**src/rtl/cfg_keyport_pkg.sv**
```systemverilog
package cfg_keyport_pkg;

    typedef enum logic [1:0] {
        LK_SHUT = 2'd0,
        LK_HALF = 2'd1,
        LK_OPEN = 2'd2
    } lock_e;

    typedef enum logic [1:0] {
        RK_SELECT = 2'd0,
        RK_IDENT  = 2'd1,
        RK_GLOBAL = 2'd2,
        RK_BANKED = 2'd3
    } regkind_e;

    typedef struct packed {
        logic [7:0] index;
        logic [7:0] sel;
    } port_state_t;

endpackage

```
**src/rtl/cfg_keyport_lock.sv**
```systemverilog
module cfg_keyport_lock
    import cfg_keyport_pkg::*;
#(
    parameter logic [7:0] KEY_OPEN  = 8'h87,
    parameter logic [7:0] KEY_CLOSE = 8'hAA
) (
    input  logic       clk,
    input  logic       rst_n,
    input  logic       key_wr,
    input  logic [7:0] key_data,
    output logic       is_open
);

    lock_e lock_d, lock_q;

    always_comb begin
        lock_d = lock_q;
        if (key_wr) begin
            unique case (lock_q)
                LK_SHUT: lock_d = (key_data == KEY_OPEN) ? LK_HALF : LK_SHUT;
                LK_HALF: lock_d = (key_data == KEY_OPEN) ? LK_OPEN : LK_SHUT;
                LK_OPEN: lock_d = (key_data == KEY_CLOSE) ? LK_SHUT : LK_OPEN;
                default: lock_d = LK_SHUT;
            endcase
        end
    end

    always_ff @(posedge clk or negedge rst_n) begin
        if (!rst_n) lock_q <= LK_SHUT;
        else        lock_q <= lock_d;
    end

    assign is_open = (lock_q == LK_OPEN);

endmodule

```
**src/rtl/cfg_keyport_decode.sv**
```systemverilog
module cfg_keyport_decode
    import cfg_keyport_pkg::*;
#(
    parameter logic [7:0] SEL_REG    = 8'h07,
    parameter logic [7:0] ID_REG     = 8'h20,
    parameter logic [7:0] BANK_START = 8'h30
) (
    input  logic [7:0] index,
    output regkind_e   kind,
    output logic       banked
);

    always_comb begin
        banked = (index >= BANK_START);
        if (index == SEL_REG)      kind = RK_SELECT;
        else if (index == ID_REG)  kind = RK_IDENT;
        else if (banked)           kind = RK_BANKED;
        else                       kind = RK_GLOBAL;
    end

endmodule

```
**src/rtl/cfg_keyport.sv**
```systemverilog
module cfg_keyport
    import cfg_keyport_pkg::*;
#(
    parameter int         ADDR_W     = 16,
    parameter int         BASE_ADDR  = 'h2E,
    parameter logic [7:0] KEY_OPEN   = 8'h87,
    parameter logic [7:0] KEY_CLOSE  = 8'hAA,
    parameter logic [7:0] SEL_REG    = 8'h07,
    parameter logic [7:0] ID_REG     = 8'h20,
    parameter logic [7:0] BANK_START = 8'h30,
    parameter logic [7:0] CHIP_ID    = 8'h52
) (
    input  logic              clk,
    input  logic              rst_n,
    input  logic [ADDR_W-1:0] io_addr,
    input  logic              io_wr,
    input  logic              io_rd,
    input  logic [7:0]        io_wdata,
    output logic [7:0]        io_rdata,
    output logic              unlocked,
    output logic [7:0]        dev_sel,
    output logic [7:0]        dev_index,
    output logic              dev_banked,
    output logic              dev_wr,
    output logic [7:0]        dev_wdata,
    output logic              dev_rd,
    input  logic [7:0]        dev_rdata
);

    localparam logic [ADDR_W-1:0] IDX_ADDR = ADDR_W'(BASE_ADDR);
    localparam logic [ADDR_W-1:0] DAT_ADDR = ADDR_W'(BASE_ADDR + 1);
    localparam logic [7:0]        IDLE_RD  = 8'hFF;

    port_state_t st_d, st_q;
    regkind_e    kind;
    logic        is_open;
    logic        hit_idx, hit_dat;
    logic        idx_wr, dat_wr, dat_rd;
    logic        to_dev;

    assign hit_idx = (io_addr == IDX_ADDR);
    assign hit_dat = (io_addr == DAT_ADDR);
    assign idx_wr  = io_wr & hit_idx;

    cfg_keyport_lock #(
        .KEY_OPEN (KEY_OPEN),
        .KEY_CLOSE(KEY_CLOSE)
    ) u_lock (
        .clk     (clk),
        .rst_n   (rst_n),
        .key_wr  (idx_wr),
        .key_data(io_wdata),
        .is_open (is_open)
    );

    cfg_keyport_decode #(
        .SEL_REG   (SEL_REG),
        .ID_REG    (ID_REG),
        .BANK_START(BANK_START)
    ) u_decode (
        .index (st_q.index),
        .kind  (kind),
        .banked(dev_banked)
    );

    assign dat_wr = io_wr & hit_dat & is_open;
    assign dat_rd = io_rd & ~io_wr & hit_dat & is_open;
    assign to_dev = (kind == RK_GLOBAL) || (kind == RK_BANKED);

    always_comb begin
        st_d = st_q;
        if (idx_wr && is_open && (io_wdata != KEY_CLOSE))
            st_d.index = io_wdata;
        if (dat_wr && (kind == RK_SELECT))
            st_d.sel = io_wdata;
    end

    always_ff @(posedge clk or negedge rst_n) begin
        if (!rst_n) st_q <= '0;
        else        st_q <= st_d;
    end

    always_comb begin
        io_rdata = IDLE_RD;
        if (io_rd && !io_wr && is_open) begin
            if (hit_idx) begin
                io_rdata = st_q.index;
            end else if (hit_dat) begin
                unique case (kind)
                    RK_SELECT: io_rdata = st_q.sel;
                    RK_IDENT:  io_rdata = CHIP_ID;
                    default:   io_rdata = dev_rdata;
                endcase
            end
        end
    end

    assign unlocked  = is_open;
    assign dev_sel   = st_q.sel;
    assign dev_index = st_q.index;
    assign dev_wdata = io_wdata;
    assign dev_wr    = dat_wr & to_dev;
    assign dev_rd    = dat_rd & to_dev;

endmodule

```
**config.mk**
```make
export PLATFORM = sky130hd
export DESIGN_NAME = cfg_keyport
export DESIGN_NICKNAME = d
export VERILOG_FILES = /design/src/rtl/cfg_keyport_pkg.sv /design/src/rtl/cfg_keyport_lock.sv /design/src/rtl/cfg_keyport_decode.sv /design/src/rtl/cfg_keyport.sv
export SDC_FILE = /design/constraint.sdc
export NUM_CORES = 1
export LEC_CHECK = 0
export CORE_ASPECT_RATIO = 1.2
export CORE_MARGIN = 1.5
export CORE_UTILIZATION = 41
export CTS_BUF_LIST = sky130_fd_sc_hd__clkbuf_4 sky130_fd_sc_hd__clkbuf_8
export CTS_CLUSTER_DIAMETER = 50
export DETAILED_ROUTE_END_ITERATION = 8
export GPL_TIMING_DRIVEN = 0
export HOLD_SLACK_MARGIN = 0.03
export PLACE_DENSITY_LB_ADDON = 0.05
export REMOVE_ABC_BUFFERS = 1
export SYNTH_ARGS = -nofsm -noshare
export SYNTH_HDL_FRONTEND = slang
export SYNTH_SLANG_ARGS = --single-unit
```
**constraint.sdc**
```tcl
create_clock -name clk -period 3.8 [get_ports clk]
set_clock_uncertainty 0.2 [all_clocks]
set_input_delay 0.57 -clock clk [delete_from_list [all_inputs] [get_ports clk]]
set_output_delay 0.57 -clock clk [all_outputs]
set_load 0.02 [all_outputs]
```
======== Word level (Yosys, flattened, before mapping) ========
Cells that the tools add are included.
word-level totals
  register bits after elaboration ......... 18
  output and inout bits ................... 36
  bits of input ports ..................... 36
  logic and storage cells ................. 45
cells by class
  order comparisons ....................... 1
  equal/unequal tests ..................... 12
  bitwise gates (word level) .............. 9
  reductions and logical operators ........ 9
  mux-type cells .......................... 11
operators with widths
  operator                                                                count
  16-bit by 6-bit equality test with 1-bit output, second input constant  2
  8-bit 2-to-1 mux                                                        3
  8-bit equality test, second input constant                              2
  8-bit one-hot mux with 2 select lines                                   1
  1-bit AND                                                               8
  8-bit by 3-bit equality test with 1-bit output, second input constant   1
  8-bit by 6-bit equality test with 1-bit output, second input constant   1
  8-bit by 6-bit >= comparator with 1-bit output, second input constant   1
  2-bit 2-to-1 mux                                                        4
  8-bit inequality test, second input constant                            1
  2-bit equality test, second input constant                              3
  2-bit one-hot mux with 3 select lines                                   1
  1-bit logical AND                                                       5
  2-bit by 1-bit equality test with 1-bit output, second input constant   2
  2-bit zero test                                                         2
  1-bit 2-to-1 mux                                                        2
  1-bit zero test                                                         1
  1-bit logical OR                                                        1
  1-bit NOT                                                               1

======== Logic depth before layout (Yosys ltp) ========
Gate-level depths: netlist of the first run.
  depth after elaboration ................. 9
  gate-level depth with buffers ........... 5
  mapped depth without buffers ............ 4

======== Modules after synthesis ========
Synthesis of the first run repeated with hierarchy kept, for this count alone.
unflattened totals
  cell total of the unflattened synthesis .. 115
  area, all modules ....................... 1,228.7 sq um
by module, submodules not included
  module              cells an instance  area an instance (sq um)  instances  sequential area each (sq um)
  cfg_keyport         97                 1,033.5                   1          400.4
  cfg_keyport_lock    12                 145.1                     1          50.0
  cfg_keyport_decode  6                  50.0                      1          0.0

======== Least setup slack after synthesis of the first run ========
Ideal clock, no wire load.
  kind .................................... input-to-output
  start point ............................. input io_addr[14]
  end point ............................... output io_rdata[2]
  path slack .............................. 1.128 ns
  data required time ...................... 3.030 ns
  stages on the path ...................... 4
  path buffers ............................ 0
  arrival time ............................ 1.902 ns
  cells stage by stage .................... nor4b_2 > nand4_1 > nor3_1 > a32oi_1
between the ends
  longest elaborated chain between the ends .. 4
  elaborated cells on any way between the ends .. 5
  classes of those cells .................. eq/ne: 2; mux: 3
RTL lines
  what                                             RTL line           RTL
  start, declared                                  cfg_keyport.sv:15  input logic [ADDR_W-1:0] io_addr,
  16-bit by 6-bit equality test with 1-bit output  cfg_keyport.sv:42  assign hit_dat = (io_addr == DAT_ADDR);
  8-bit 2-to-1 mux                                 cfg_keyport.sv:88  end else if (hit_dat) begin
  8-bit 2-to-1 mux (*)                             cfg_keyport.sv:86  if (hit_idx) begin
  8-bit 2-to-1 mux (*)                             cfg_keyport.sv:85  if (io_rd && !io_wr && is_open) begin
  end, declared                                    cfg_keyport.sv:19  output logic [7:0] io_rdata,
Every way passes the cells marked *; elsewhere a longest branch is shown, timed or not.

======== Final worst setup path of the first run ========
  start point ............................. input io_addr[14]
  end point ............................... output io_rdata[0]
Same word-level chain as after synthesis.

==> results of run 1 <==
-- through the flow --
stage	utilization	area, um2	hold WS [ns]	power, mW	cells
final	0.690	1900	0.331	0.376	207
after global routing	0.690	1900	0.374	0.393	207
after CTS	0.690	1900	0.341	0.378	207
after detailed placement	0.675	1860	0.316	0.263	203
after global placement	0.675	1860	0.311	0.261	203
after floorplan	-	1110	0.0744	0.201	98
-- layout make-up --
type | count | area [um2] | area share
Sequential cell | 18 | 450 | 0.237
Inverter | 7 | 26.3 | 0.0138
Multi-Input combinational cell | 73 | 637 | 0.335
Timing Repair Buffer | 71 | 711 | 0.373
Clock buffer | 4 | 36.3 | 0.0191
Tap cell | 34 | 42.5 | 0.0224
-- state kept, by name (all words and copies together), names as in the netlist --
signal and cells:
u_lock.lock_q 2, dev_index 8, dev_sel 8
-- layer usage --
metal | wire length (um) | global-route usage
met1 | 1400 | 0.280
met2 | 1540 | 0.327
met3 | 212 | 0.0694
met4 | 55 | 0.0677
met5 | 0 | 0
-- path summary, 6_finish.rpt --
check	endpoint	slack, ns
setup / recovery	io_rdata[0]	0.14
hold / removal	u_lock.lock_q[1]	0.33
setup reg to reg	dev_sel[1]	1.59
hold reg to reg	u_lock.lock_q[1]	0.33
max in group asynchronous	dev_sel[6]	2.36
min in group asynchronous	dev_index[5]	0.54
-- power breakdown --
part	switching [mW]	total, mW	leakage [nW]	internal (mW)
clock network	0.0580	0.116	0.0210	0.0584
logic	0.0256	0.0677	0.530	0.0421
registers	0.0000000356	0.191	0.252	0.191
-- cells in the final DEF, fill, tap and decap left out, types with 2 or more instances in the layout --
cell | Yosys | final
clkdlybuf4s50_1 | 0 | 71
dfrtp_1 | 18 | 18
nand2_1 | 12 | 12
mux2_2 | 10 | 10
mux2_4 | 8 | 8
inv_1 | 7 | 7
a32oi_1 | 5 | 5
o22ai_1 | 4 | 4
a2bb2oi_1 | 3 | 3
nor2_1 | 3 | 3
clkbuf_4 | 0 | 3
nor4_4 | 2 | 2
and4b_1 | 2 | 2
nor3_1 | 3 | 2
nand4_1 | 2 | 2
or3_1 | 2 | 2
-- worst max-delay path, cell delays in order --
cell and delay, ns:
clkdlybuf4s50_1 0.41, nor4b_2 0.41, nand4_1 0.25, nor3_2 0.47, a32oi_1 0.17, clkdlybuf4s50_1 0.60
-- cells by family after synthesis --
logic type / synth area share
simple gates: 0.240
mux: 0.197
flops: 0.382
buf+inv: 0.0827
compound gates: 0.0986
-- cells in the mapped netlist (2+ instances only) --
library cell,instances,area share
o22ai_1,4,0.021
nor4_4,2,0.036
inv_1,7,0.022
dfrtp_1,18,0.38
and4b_1,2,0.017
nor3_1,3,0.013
buf_4,8,0.051
a32oi_1,5,0.037
a2bb2oi_1,3,0.022
nor2_1,3,0.0095
mux2_4,8,0.10
nand4_1,2,0.011
or3_1,2,0.011
nand2_1,12,0.038
mux2_2,10,0.095
-- what timing repair did --
item / CTS / global route
resized for setup: 1 / 0
hold buffers: 0 / 0
buffers inserted: 0 / 0
setup endpoints to repair: 8 / 0
==> summary.md, run 1 <==
| Metric | Value |
|---|---|
| Worst-margin pin slew | `0.812 ns` |
| Async SR Flop Fraction | `1.00` |
| HP Class | `reg2reg` |
| ANT cells | `0` |
| Worst setup path start | `io_addr[14]` |
| Clock Sink Count | `18` |
| Die H | `61.8 um` |
| CP Max Fanout | `8` |
| Worst vdd ir | `0.214 mV` |
| Final Worst Setup Slack | `0.138 ns` |
| I/O Pins | `72` |
| Starting Density | `0.428` |
| CP Data Required Time | `3.03 ns` |
| HPWL Detailed | `2650 um` |
| Routed wire length | `3210 um` |
| R2R depth | `4` |
| Iteration-0 DRC Markers | `14` |
| Initial antenna violation count | `0` |
| Worst EP arrival | `2.89 ns` |
| CTS Buf Count | `3` |
| RSZ-0062 raised after global routing | `no` |
| Row cnt | `21` |
| Outcome | `completed` |
| Clock Path Buffers | `2` |
| Yosys warns | `0` |
| DR pass1 iterations | `4` |
| Die Wd | `52.0 um` |
| Finish-stage setup viols | `0` |
| Register area share after synthesis | `0.382` |
| # DRC | `0` |
| Global-route wire length before repair | `4970 um` |
| Mapped Cells | `107` |
| Critical path capture point type | `primary output` |
| Leakage | `0.802 nW` |
| Worst Hold Depth | `1` |
| Via Count | `1110` |
| RR Startpoint | `dev_index[3]` |
| Crit share post-route | `0.964` |
| Number of flops mapped to enable cells by yosys | `0` |
| Floorplan Core Area | `2760 um2` |
| Final Net Count | `210` |
| Synth Register Bits | `18` |
| Gr usage total | `0.211` |
| Area Growth Syn to Fin | `61.3%` |
| Port bufs | `71` |
| Final Hold Viols | `0` |
| Clk_lat worst skew | `0.29 ns` |
| Synth Cell Area | `1180 um2` |
| Hold Crit Start | `u_lock.lock_q[1]` |
| Number of max-cap violations | `0` |
| Pwr Density | `197 nW/um2` |
| Die ar. | `3210 um2` |
| Crit path kind | `in2out` |
| Post-synth top flop | `dfrtp_1` |
| Setup tns final | `0 ns` |
| Mapped Avg Cell Area | `11.0 um2` |
| Gp weighted congestion | `0.759` |
| TritonCTS clock tree | `done` |
| Largest net degree at the start of global routing | `19` |
| Vias per inst | `5.36` |
| Synth unique cells | `33` |
| Slew Viols, Final | `0` |
| Max transition margin | `0.457` |
| Fraction of layout cells with a size suffix above 1 | `0.173` |
| H-tree depth | `1` |
| CTS root buf | `clkbuf_4` |
| Max Clk Rate | `273 MHz` |
| Avg WL per Cell | `15.5 um` |
| Remaining antenna violation count | `0` |
| Crit path time final | `3.66 ns` |
| Fillers | `225` |
| Remaining global-route overflow | `0` |
| CTS clk-pin slew, worst paths | `0.10 ns` |
| Critical path launch point type | `input port` |
| Pre-CTS WS | `-0.118 ns` |
| Vias in the first global route | `1095` |
(Power assumes the default switching activity.)
==> run 2: changes to the inputs <==
- SKIP_LAST_GASP: not set -> 1
==> results of run 2 <==
The final DEF is identical to that of run 1; final timing and power are the same.
